$ cat config.mk
export PLATFORM = sky130hd
export DESIGN_NAME = burst_spi_master
export DESIGN_NICKNAME = d
export VERILOG_FILES = /design/src/rtl/burst_spi_pkg.sv /design/src/rtl/spi_word_fifo.sv /design/src/rtl/spi_half_tick.sv /design/src/rtl/spi_burst_engine.sv /design/src/rtl/burst_spi_master.sv
export SDC_FILE = /design/constraint.sdc
export NUM_CORES = 1
export LEC_CHECK = 0
export ABC_AREA = 1
export BUFFER_PORTS_ARGS = -buffer_cell sky130_fd_sc_hd__buf_2
export CAP_MARGIN = 20
export CELL_PAD_IN_SITES_DETAIL_PLACEMENT = 1
export CELL_PAD_IN_SITES_GLOBAL_PLACEMENT = 2
export CORE_UTILIZATION = 44
export DETAILED_ROUTE_END_ITERATION = 10
export PLACE_DENSITY = 0.95
export SLEW_MARGIN = 20
export SYNTH_ARGS = -nofsm -noshare
export SYNTH_HDL_FRONTEND = slang
export SYNTH_SLANG_ARGS = --single-unit
export TNS_END_PERCENT = 1
$ cat constraint.sdc
create_clock -name clk -period 13.5 [get_ports clk]
set_input_delay 1.35 -clock clk [delete_from_list [all_inputs] [get_ports clk]]
set_output_delay 1.35 -clock clk [all_outputs]
set_load 0.01 [all_outputs]
$ cat src/rtl/burst_spi_pkg.sv
package burst_spi_pkg;
  localparam int WORD_W = 32;
  localparam int LEN_W  = 12;
  localparam int RATE_W = 3;
  localparam int SEL_W  = 2;
  localparam int NUM_CS = 1 << SEL_W;
  localparam int ADDR_W = 2;
  localparam int EDGE_W = LEN_W + 1;
  localparam int WBIT_W = $clog2(WORD_W) + 1;

  localparam logic [ADDR_W-1:0] ADR_CTRL = 2'd0;
  localparam logic [ADDR_W-1:0] ADR_STAT = 2'd1;
  localparam logic [ADDR_W-1:0] ADR_TXD  = 2'd2;
  localparam logic [ADDR_W-1:0] ADR_RXD  = 2'd3;

  localparam int ST_DONE_BIT = 7;
  localparam int ST_OVF_BIT  = 6;

  typedef struct packed {
    logic [LEN_W-1:0]  len_m1;
    logic [RATE_W-1:0] rate;
    logic [SEL_W-1:0]  sel;
    logic              cs_hi;
    logic              cpha;
    logic              cpol;
    logic              master;
    logic              en;
  } spi_cfg_t;

  typedef enum logic [2:0] {
    ENG_IDLE,
    ENG_SETUP,
    ENG_RUN,
    ENG_TAIL,
    ENG_FIN
  } eng_state_t;
endpackage

$ cat src/rtl/spi_word_fifo.sv
module spi_word_fifo #(
  parameter int W     = 32,
  parameter int DEPTH = 8
) (
  input  logic         clk,
  input  logic         rst_n,
  input  logic         push,
  input  logic [W-1:0] din,
  input  logic         pop,
  output logic [W-1:0] dout,
  output logic         empty,
  output logic         full
);
  localparam int AW = (DEPTH > 1) ? $clog2(DEPTH) : 1;
  localparam int CW = $clog2(DEPTH + 1);

  logic [W-1:0]  mem [DEPTH];
  logic [AW-1:0] wp_q, wp_d, rp_q, rp_d;
  logic [CW-1:0] cnt_q, cnt_d;
  logic          do_push, do_pop;

  assign empty   = (cnt_q == '0);
  assign full    = (cnt_q == CW'(DEPTH));
  assign do_push = push && !full;
  assign do_pop  = pop && !empty;
  assign dout    = mem[rp_q];

  always_comb begin
    wp_d  = wp_q;
    rp_d  = rp_q;
    cnt_d = cnt_q;
    if (do_push) wp_d = (wp_q == AW'(DEPTH - 1)) ? '0 : wp_q + AW'(1);
    if (do_pop)  rp_d = (rp_q == AW'(DEPTH - 1)) ? '0 : rp_q + AW'(1);
    if (do_push && !do_pop) cnt_d = cnt_q + CW'(1);
    else if (do_pop && !do_push) cnt_d = cnt_q - CW'(1);
  end

  always_ff @(posedge clk or negedge rst_n) begin
    if (!rst_n) begin
      wp_q  <= '0;
      rp_q  <= '0;
      cnt_q <= '0;
    end else begin
      wp_q  <= wp_d;
      rp_q  <= rp_d;
      cnt_q <= cnt_d;
    end
  end

  always_ff @(posedge clk) begin
    if (do_push) mem[wp_q] <= din;
  end
endmodule

$ cat src/rtl/spi_half_tick.sv
module spi_half_tick #(
  parameter int RATE_W = 3
) (
  input  logic              clk,
  input  logic              rst_n,
  input  logic              run,
  input  logic [RATE_W-1:0] rate,
  output logic              tick
);
  localparam int CNT_W = (1 << RATE_W) + 1;

  logic [CNT_W-1:0] cnt_q, cnt_d, limit;

  assign limit = (CNT_W'(2) << rate) - CNT_W'(1);
  assign tick  = run && (cnt_q == limit);

  always_comb begin
    if (!run || cnt_q == limit) cnt_d = '0;
    else                        cnt_d = cnt_q + CNT_W'(1);
  end

  always_ff @(posedge clk or negedge rst_n) begin
    if (!rst_n) cnt_q <= '0;
    else        cnt_q <= cnt_d;
  end
endmodule

$ cat src/rtl/spi_burst_engine.sv
module spi_burst_engine
  import burst_spi_pkg::*;
(
  input  logic              clk,
  input  logic              rst_n,
  input  logic              start,
  input  spi_cfg_t          cfg,
  input  logic              tick,
  input  logic [WORD_W-1:0] tx_word,
  input  logic              tx_empty,
  output logic              tx_pop,
  output logic              rx_push,
  output logic [WORD_W-1:0] rx_word,
  input  logic              miso,
  output logic              mosi,
  output logic              sclk,
  output logic              cs_on,
  output logic              div_run,
  output logic              done
);
  eng_state_t        state_q, state_d;
  logic [EDGE_W-1:0] ecnt_q, ecnt_d, last_e;
  logic [WORD_W-1:0] tsr_q, tsr_d, word_in;
  logic [WORD_W-2:0] rsr_q, rsr_d;
  logic [WBIT_W-1:0] txl_q, txl_d, rxl_q, rxl_d, first_w;
  logic [4:0]        rem;
  logic              sclk_q, sclk_d, cs_q, cs_d;
  logic              lead, adv, smp;

  assign rem     = cfg.len_m1[4:0] + 5'd1;
  assign first_w = (rem == 5'd0) ? WBIT_W'(WORD_W) : {1'b0, rem};
  assign last_e  = {cfg.len_m1, 1'b1};
  assign word_in = tx_empty ? '0 : tx_word;
  assign rx_word = {rsr_q, miso};
  assign lead    = ~ecnt_q[0];
  assign adv     = cfg.cpha ? (lead && ecnt_q != '0) : (!lead && ecnt_q != last_e);
  assign smp     = lead ^ cfg.cpha;

  assign mosi    = tsr_q[WORD_W-1];
  assign sclk    = cs_q ? sclk_q : cfg.cpol;
  assign cs_on   = cs_q;
  assign done    = (state_q == ENG_FIN);
  assign div_run = (state_q == ENG_SETUP) || (state_q == ENG_RUN) || (state_q == ENG_TAIL);

  always_comb begin
    state_d = state_q;
    ecnt_d  = ecnt_q;
    tsr_d   = tsr_q;
    rsr_d   = rsr_q;
    txl_d   = txl_q;
    rxl_d   = rxl_q;
    sclk_d  = sclk_q;
    cs_d    = cs_q;
    tx_pop  = 1'b0;
    rx_push = 1'b0;
    case (state_q)
      ENG_IDLE: begin
        sclk_d = cfg.cpol;
        if (start) begin
          state_d = ENG_SETUP;
          cs_d    = 1'b1;
          ecnt_d  = '0;
          tsr_d   = word_in << (WBIT_W'(WORD_W) - first_w);
          txl_d   = first_w;
          rxl_d   = first_w;
          rsr_d   = '0;
          tx_pop  = !tx_empty;
        end
      end
      ENG_SETUP: begin
        sclk_d = cfg.cpol;
        if (tick) state_d = ENG_RUN;
      end
      ENG_RUN: begin
        if (tick) begin
          sclk_d = ~sclk_q;
          if (smp) begin
            rsr_d = rx_word[WORD_W-2:0];
            if (rxl_q == WBIT_W'(1)) begin
              rx_push = 1'b1;
              rxl_d   = WBIT_W'(WORD_W);
            end else begin
              rxl_d = rxl_q - WBIT_W'(1);
            end
          end
          if (adv) begin
            if (txl_q == WBIT_W'(1)) begin
              tsr_d  = word_in;
              tx_pop = !tx_empty;
              txl_d  = WBIT_W'(WORD_W);
            end else begin
              tsr_d = tsr_q << 1;
              txl_d = txl_q - WBIT_W'(1);
            end
          end
          if (ecnt_q == last_e) state_d = ENG_TAIL;
          else                  ecnt_d  = ecnt_q + EDGE_W'(1);
        end
      end
      ENG_TAIL: begin
        if (tick) begin
          cs_d    = 1'b0;
          state_d = ENG_FIN;
        end
      end
      ENG_FIN:  state_d = ENG_IDLE;
      default:  state_d = ENG_IDLE;
    endcase
  end

  always_ff @(posedge clk or negedge rst_n) begin
    if (!rst_n) begin
      state_q <= ENG_IDLE;
      ecnt_q  <= '0;
      tsr_q   <= '0;
      rsr_q   <= '0;
      txl_q   <= '0;
      rxl_q   <= '0;
      sclk_q  <= 1'b0;
      cs_q    <= 1'b0;
    end else begin
      state_q <= state_d;
      ecnt_q  <= ecnt_d;
      tsr_q   <= tsr_d;
      rsr_q   <= rsr_d;
      txl_q   <= txl_d;
      rxl_q   <= rxl_d;
      sclk_q  <= sclk_d;
      cs_q    <= cs_d;
    end
  end
endmodule

$ cat src/rtl/burst_spi_master.sv
module burst_spi_master
  import burst_spi_pkg::*;
#(
  parameter int FIFO_DEPTH = 8
) (
  input  logic                  clk,
  input  logic                  rst_n,
  input  logic                  reg_wr,
  input  logic                  reg_rd,
  input  logic [ADDR_W-1:0]     reg_addr,
  input  logic [WORD_W-1:0]     reg_wdata,
  output logic [WORD_W-1:0]     reg_rdata,
  output logic                  spi_sclk,
  output logic                  spi_mosi,
  input  logic                  spi_miso,
  output logic [NUM_CS-1:0]     spi_cs
);
  spi_cfg_t          ctrl_q, ctrl_d;
  logic              xch_q, xch_d, go_q, done_q, done_d, ovf_q, ovf_d;
  logic              ctrl_wr, stat_wr, start;
  logic              tx_push, tx_pop, tx_empty, tx_full;
  logic              rx_push_req, rx_pop, rx_empty, rx_full;
  logic [WORD_W-1:0] tx_head, rx_head, rx_word;
  logic              tick, div_run, cs_on, eng_done;
  logic [WORD_W-1:0] ctrl_rd, stat_rd;

  assign ctrl_wr = reg_wr && (reg_addr == ADR_CTRL) && !xch_q;
  assign stat_wr = reg_wr && (reg_addr == ADR_STAT);
  assign start   = ctrl_wr && reg_wdata[0] && reg_wdata[2];
  assign tx_push = reg_wr && (reg_addr == ADR_TXD) && !tx_full;
  assign rx_pop  = reg_rd && (reg_addr == ADR_RXD);

  always_comb begin
    ctrl_d = ctrl_q;
    if (ctrl_wr) begin
      ctrl_d.len_m1 = reg_wdata[31:20];
      ctrl_d.rate   = reg_wdata[18:16];
      ctrl_d.sel    = reg_wdata[13:12];
      ctrl_d.cs_hi  = reg_wdata[7];
      ctrl_d.cpha   = reg_wdata[5];
      ctrl_d.cpol   = reg_wdata[4];
      ctrl_d.master = reg_wdata[1];
      ctrl_d.en     = reg_wdata[0];
    end
    xch_d  = start ? 1'b1 : (eng_done ? 1'b0 : xch_q);
    done_d = eng_done ? 1'b1 : ((stat_wr && reg_wdata[ST_DONE_BIT]) ? 1'b0 : done_q);
    ovf_d  = (rx_push_req && rx_full) ? 1'b1
           : ((stat_wr && reg_wdata[ST_OVF_BIT]) ? 1'b0 : ovf_q);
  end

  always_ff @(posedge clk or negedge rst_n) begin
    if (!rst_n) begin
      ctrl_q <= '0;
      xch_q  <= 1'b0;
      go_q   <= 1'b0;
      done_q <= 1'b0;
      ovf_q  <= 1'b0;
    end else begin
      ctrl_q <= ctrl_d;
      xch_q  <= xch_d;
      go_q   <= start;
      done_q <= done_d;
      ovf_q  <= ovf_d;
    end
  end

  always_comb begin
    ctrl_rd        = '0;
    ctrl_rd[31:20] = ctrl_q.len_m1;
    ctrl_rd[18:16] = ctrl_q.rate;
    ctrl_rd[13:12] = ctrl_q.sel;
    ctrl_rd[7]     = ctrl_q.cs_hi;
    ctrl_rd[5]     = ctrl_q.cpha;
    ctrl_rd[4]     = ctrl_q.cpol;
    ctrl_rd[2]     = xch_q;
    ctrl_rd[1]     = ctrl_q.master;
    ctrl_rd[0]     = ctrl_q.en;
    stat_rd              = '0;
    stat_rd[ST_DONE_BIT] = done_q;
    stat_rd[ST_OVF_BIT]  = ovf_q;
    case (reg_addr)
      ADR_CTRL: reg_rdata = ctrl_rd;
      ADR_STAT: reg_rdata = stat_rd;
      ADR_RXD:  reg_rdata = rx_empty ? '0 : rx_head;
      default:  reg_rdata = '0;
    endcase
  end

  spi_word_fifo #(.W(WORD_W), .DEPTH(FIFO_DEPTH)) tx_fifo_i (
    .clk(clk), .rst_n(rst_n), .push(tx_push), .din(reg_wdata),
    .pop(tx_pop), .dout(tx_head), .empty(tx_empty), .full(tx_full)
  );

  spi_word_fifo #(.W(WORD_W), .DEPTH(FIFO_DEPTH)) rx_fifo_i (
    .clk(clk), .rst_n(rst_n), .push(rx_push_req), .din(rx_word),
    .pop(rx_pop), .dout(rx_head), .empty(rx_empty), .full(rx_full)
  );

  spi_half_tick #(.RATE_W(RATE_W)) div_i (
    .clk(clk), .rst_n(rst_n), .run(div_run), .rate(ctrl_q.rate), .tick(tick)
  );

  spi_burst_engine eng_i (
    .clk(clk), .rst_n(rst_n), .start(go_q), .cfg(ctrl_q), .tick(tick),
    .tx_word(tx_head), .tx_empty(tx_empty), .tx_pop(tx_pop),
    .rx_push(rx_push_req), .rx_word(rx_word), .miso(spi_miso),
    .mosi(spi_mosi), .sclk(spi_sclk), .cs_on(cs_on), .div_run(div_run),
    .done(eng_done)
  );

  for (genvar g = 0; g < NUM_CS; g++) begin : g_cs
    assign spi_cs[g] = (cs_on && ctrl_q.sel == SEL_W'(g)) ? ctrl_q.cs_hi : ~ctrl_q.cs_hi;
  end
endmodule

; Word level (Yosys, flattened, before mapping)
; Memories as Yosys holds them, arrays and structs flattened.
; Cells that the tools add are included.
[totals]
register_bits = 148
ram_bits = 512
in_bits = 39
output_inout_bits = 38
word_cells = 211
n_memories = 2
[classes]
n_addsub = 15
eq_ne = 29
shifts = 2
muxes = 71
bitwise = 4
n_reduce_logical = 61
[mem_list]
columns = memory, words, width, rd, rd_clocked_by_memory_dff, write_ports, line_no
row1 = rx_fifo_i.mem, 8, 32, 1, 0, 1, spi_word_fifo.sv:17  ; logic [W-1:0] mem [DEPTH];
row2 = tx_fifo_i.mem, 8, 32, 1, 0, 1, spi_word_fifo.sv:17
[ops]
columns = operator, n
row1 = 32-bit two-way mux, 6
row2 = 32-bit one-hot mux with 3 select lines, 1
row3 = 31-bit two-way mux, 3
row4 = 32-bit one-hot mux with 2 select lines, 1
row5 = 31-bit one-hot mux with 2 select lines, 1
row6 = 6-bit two-way mux, 8
row7 = 13-bit two-way mux, 3
row8 = 32-bit by 6-bit << shifter with 32-bit output, 1
row9 = 1-bit two-way mux, 27
row10 = 3-bit two-way mux, 9
row11 = 1-bit logical AND, 26
row12 = 13-bit one-hot mux with 2 select lines, 1
row13 = 6-bit one-hot mux with 2 select lines, 2
row14 = 4-bit two-way mux, 4
row15 = 2-bit nonzero test, 8
row16 = 3-bit equality test (second input constant), 5
row17 = 13-bit by 1-bit adder with 13-bit output (second input constant), 1
row18 = 13-bit equality test, 1
row19 = 13-bit inequality test, 1
row20 = 13-bit nonzero test, 1
row21 = 3-bit by 1-bit adder with 3-bit output (second input constant), 4
row22 = 6-bit by 1-bit equality test with 1-bit output (second input constant), 2
row23 = 2-bit inequality test (second input constant), 6
row24 = 3-bit one-hot mux with 4 select lines, 1
row25 = 30 further kinds, 59

; Logic depth before layout (Yosys ltp)
[depth]
ltp_word = 11
ltp_mapped = 22
ltp_nobuf = 22

; Modules after synthesis
; Synthesis repeated with hierarchy kept, for this count alone.
[unflattened]
cells_unflattened = 3807
hier_area_um2 = 32583.8
[modules_own_cells]
columns = module, instances, cells_per_inst, area_per_inst_um2, seq_area_each_um2
row1 = spi_word_fifo, 2, 1193, 11644.9, 7937.6
row2 = spi_burst_engine, 1, 1078, 6961.7, 2327.2
row3 = burst_spi_master, 1, 231, 1572.8, 650.6
row4 = spi_half_tick, 1, 112, 759.5, 225.2

; Worst setup path after synthesis
; Ideal clock, no wire load.
[synth_path]
kind = register -> register
startpoint = register ctrl_q[8] in the netlist's numbering
endpoint = memory rx_fifo_i.mem[2][0] (enable)
setup_time_ps = 461
arrival_time_ps = 4192
t_required_ps = 13039
path_slack_ps = 8847
stages_incl_launch_ff = 14
n_path_buf = 0
synth_period_minus_slack_ps = 4653
cell_sequence = dfrtp_1 -> inv_1 -> nand3_1 -> ha_1 -> xnor2_1 -> xor2_1 -> o211ai_1 -> nor2_1 -> nand2_2 -> nor2_1 -> nand3_1 -> inv_1 -> nand2_1 -> nor3_1
[synth_between]
elab_chain_len = 9
[synth_rtl]
columns = element, line_no
row1 = from (decl), burst_spi_master.sv:18  ; spi_cfg_t ctrl_q, ctrl_d;
row2 = from (signal assigned), burst_spi_master.sv:59  ; ctrl_q <= ctrl_d;
row3 = 2-bit by 3-bit << shifter with 9-bit output, spi_half_tick.sv:14  ; assign limit = (CNT_W'(2) << rate) - CNT_W'(1);
row4 = 9-bit by 2-bit subtractor with 9-bit output, spi_half_tick.sv:14
row5 = 9-bit equality test, spi_half_tick.sv:15  ; assign tick = run && (cnt_q == limit);
row6 = 1-bit logical AND, spi_half_tick.sv:15
row7 = 1-bit two-way mux, spi_burst_engine.sv:75  ; if (tick) begin
row8 = 1-bit two-way mux, spi_burst_engine.sv:56  ; case (state_q)
row9 = 1-bit logical AND, spi_word_fifo.sv:24  ; assign do_push = push && !full;
row10 = net rx_fifo_i.do_push, spi_word_fifo.sv:20  ; logic do_push, do_pop;
row11 = 1-bit two-way mux, spi_word_fifo.sv:51  ; if (do_push) mem[wp_q] <= din;
row12 = 1-bit two-way mux (implied by the code), spi_word_fifo.sv:51
row13 = to (decl), spi_word_fifo.sv:17
; The timed path passes the listed nets, and every way through them passes these cells.

; Final worst setup path
[layout_path]
startpoint = register rx_fifo_i.rp_q[0]
endpoint = output port reg_rdata[13]
[layout_between]
elab_chain_len = 3
[layout_rtl]
columns = element, line_no
row1 = from (decl), spi_word_fifo.sv:18  ; logic [AW-1:0] wp_q, wp_d, rp_q, rp_d;
row2 = from (signal assigned), spi_word_fifo.sv:45  ; rp_q <= rp_d;
row3 = memory 8 x 32 bit, --
row4 = 32-bit two-way mux, burst_spi_master.sv:84  ; ADR_RXD: reg_rdata = rx_empty ? '0 : rx_head;
row5 = 32-bit one-hot mux with 3 select lines, burst_spi_master.sv:81  ; case (reg_addr)
row6 = to (decl), burst_spi_master.sv:12  ; output logic [WORD_W-1:0] reg_rdata,
; No other way between the ends.

==> impl_metrics.py <==
metrics = {
    "status": {
        "status": "completed",
    },
    "grt": {
        "grt_first_pass_wirelength_mm": 148,
        "overflow": 0,
        "globalRouteMet2Util_pct": 49.6,
        "met3_usage_pct": 3.74,
        "grt_pass1_vias": 25200,
        "antenna_found_initial": 7,
        "met1_usage_pct": 33.1,
        "grt_usage_pct": 27.8,
        "grt_max_degree": 100,
        "grt_most_used_layer": "met2",
    },
    "sta": {
        "fin_skew_ns": 0.0206,
        "rsz0062_at_grt": "no",
        "post-route-min-period_ns": 5.46,
        "finalHoldViolCount": 0,
        "tns_ns": 0,
        "slew_headroom_pct": 28.5,
        "worst_slew_pin_slew_ns": 1.07,
        "period_share_pct": 40.5,
        "maxSlewViolCount": 0,
        "fmax_mhz": 183,
        "setup_viol": 0,
    },
    "routing": {
        "drtIter0Drc": 1965,
        "avgRoutedWirePerCell_um": 24.1,
        "via_per_inst": 5.84,
        "dr.pass1.iters": 5,
        "vias": 23400,
        "detail_route.wirelength_mm": 96.4,
        "drc_errors": 0,
        "antenna_left": 0,
    },
    "cts": {
        "path_clk_slew_ns": 0.06,
        "cts_inserted_buffers": 73,
        "post_cts_resized": 0,
        "cts_hold_buf": 0,
        "cts_tree": "yes",
        "postCtsSetupRepairBufs": 0,
        "htreeDepth": 3,
        "clk_latency_ns": 0.63,
        "cts_max_path_buffers": 3,
        "cts.sinks": 660,
        "cts_root_buf": "clkbuf_16",
    },
    "synth": {
        "ys_top_cells_by_area": "edfxtp_1 (51%), dfrtp_1 (12%), nand2_1 (8.0%)",
        "yosysSeqAreaShare_pct": 63.6,
        "yosysWarningCount": 0,
        "synth-seq-cells": 660,
        "syn_area_per_cell_sq_um": 9.89,
        "synth.largest_area_cell": "edfxtp_1",
        "syn-cell-area_sq_um": 30000,
        "synth_fp_nets": 3097,
        "synth_top_area_share_pct": 51.2,
        "ys_async_sr_fraction_pct": 22.4,
        "synth_edf_count": 512,
        "synthCells": 3033,
        "synth.distinct_cells": 44,
        "synth_flop_cell": "edfxtp_1",
    },
    "floorplanning": {
        "die_w_um": 263,
        "core_sq_um": 67300,
        "io_pins": 77,
        "fp-row-count": 95,
        "die_h_um": 263,
        "die-area_sq_um": 69200,
        "start_util_pct": 44.6,
    },
    "power": {
        "p_leak_nw": 12.8,
        "vdd_ir_drop_max_uv": 197,
        "powerDensity_nw_per_um2": 135,
    },
    "critical_path": {
        "arrival_ns": 4.11,
        "worstSetupPathType": "reg2out",
        "start_kind": "flop",
        "worstPathRequired_ns": 12.15,
        "worstPathMaxFanout": 69,
        "cp-end-kind": "output pin",
    },
    "placed_design": {
        "dp_cells": 3860,
        "gp_congestion": 0.858,
        "dp_hpwl_mm": 58.2,
        "portBuffers": 76,
    },
    "final_layout": {
        "areaGrowthSynthToFinish_pct": 12.2,
        "fin_cells": 4003,
        "final_nets": 3126,
        "layout-drive-gt1-share_pct": 8.87,
    },
    "job": {
        "max_cap_violations": 0,
    },
    "worst_hold_path": {
        "hp-class": "reg2reg",
    },
}
critical path, stage by stage (launching register included):
cell and delay [ns]:
dfrtp_4 0.85, clkinv_2 0.86, buf_4 0.60, o21ai_0 0.32, o22ai_1 0.13, o211ai_1 0.20
o21ai_0 0.20, buf_2 0.22
area by class of cell:
class	instances	area, sq um
antenna	7	17.5
clock buffer	98	2070
clock inverter	38	368
fill	7402	33600
inverter	244	917
multi-input combinational	1964	9410
sequential	660	19100
tap	873	1090
timing repair buffer	119	709
sequential cells by signal (all words and copies together), names as in the netlist, 4 cells and up:
register and flops:
ctrl_q 22, div_i.cnt_q 9, eng_i.ecnt_q 13, eng_i.rsr_q 31, eng_i.rxl_q 6, eng_i.tsr_q 32, eng_i.txl_q 6, rx_fifo_i.cnt_q 4
rx_fifo_i.mem 256, tx_fifo_i.cnt_q 4, tx_fifo_i.mem 256
cells by family (layout without fill, tap and decap cells):
logic type	count (synthesis)	in the layout	synth area share, %
adders and majority gates	25	25	1.09
other	0	7	0
buffers and inverters	409	499	5.42
DFF	660	660	63.6
and+or+nand+nor	1431	1431	19.8
AOI/OAI and AO/OA	472	472	9.08
xor gates and xnor gates	36	36	1.05
layer usage:
metal / part of all wire (%) / vias to the layer above
met1: 39 / 11900
met2: 52 / 807
met3: 5.4 / 225
met5: 0.013 / -
met4: 4.4 / 2
li1: - / 10500
synthesized netlist by cell type (2+ instances only):
library cell / number
buf_1: 19
nand3_1: 346
nor3_1: 24
xor2_1: 25
a22oi_1: 9
o21ai_1: 5
nand2_1: 639
nand2_2: 4
ha_1: 23
nand4_1: 13
nor3b_1: 4
buf_4: 6
xnor2_1: 11
buf_2: 55
nor2_1: 390
clkbuf_1: 85
inv_2: 7
fa_1: 2
o211ai_1: 8
o221ai_1: 39
o31ai_1: 22
nor2_2: 2
edfxtp_1: 512
a31oi_1: 12
clkinv_1: 3
a21o_1: 3
dfrtp_1: 148
o22ai_1: 39
a21oi_1: 31
nor4_1: 4
inv_1: 234
o21ai_0: 295
a32o_1: 3
through the flow:
step	hold WS (ns)	total power [W]	setup WS [ns]	util (%)	cell area [sq um]
6_report	0.494	0.00454	8.04	50.1	33700
5_1_grt	0.511	0.00466	7.84	50.0	33700
4_1_cts	0.493	0.00457	8.12	50.0	33700
3_5_place_dp	0.474	0.00255	8.79	46.4	31200
3_3_place_gp	0.467	0.00253	8.95	46.4	31200
2_1_floorplan	0.449	0.00242	8.85	-	30000
final timing paths:
| check | end | start | slack (ns) | depth (start not counted) |
|---|---|---|---|---|
| min in group asynchronous | ctrl_q[12] | rst_n | 0.85 | 1 |
| worst min-delay path | eng_i.tsr_q[2] | eng_i.tsr_q[2] | 0.49 | 2 |
| worst min register to register | eng_i.tsr_q[2] | eng_i.tsr_q[2] | 0.49 | 2 |
| max in group asynchronous | rx_fifo_i.rp_q[0] | rst_n | 11.06 | 2 |
| worst max register to register | eng_i.rsr_q[24] | ctrl_q[7] | 9.26 | 13 |
| worst max-delay path | reg_rdata[13] | rx_fifo_i.rp_q[0] | 8.04 | 7 |
where the power goes:
group	leakage, nW	internal (W)	switching (W)
clock network	1.19	0.00118	0.000848
registers	6.05	0.00222	0.0000195
logic	5.51	0.0000682	0.000206
total	12.8	0.00347	0.00107
layout by cell type, fill, tap and decap left out, drive strengths merged:
cell,n
a21boi,1
a21o,3
a21oi,32
a22oi,9
a31oi,13
a32o,3
and2,1
buf,119
bufinv,5
clkbuf,98
clkinv,27
clkinvlp,6
dfrtp,148
diode,7
edfxtp,512
fa,2
ha,23
inv,244
nand2,644
nand3,346
nand3b,1
nand4,13
nor2,393
nor3,24
nor3b,4
nor4,4
o2111ai,1
o211ai,8
o21ai,301
o221ai,39
o22ai,39
o311ai,1
o31ai,22
or2,1
xnor2,11
xor2,25
No activity file was read; power rests on OpenSTA's default activity.
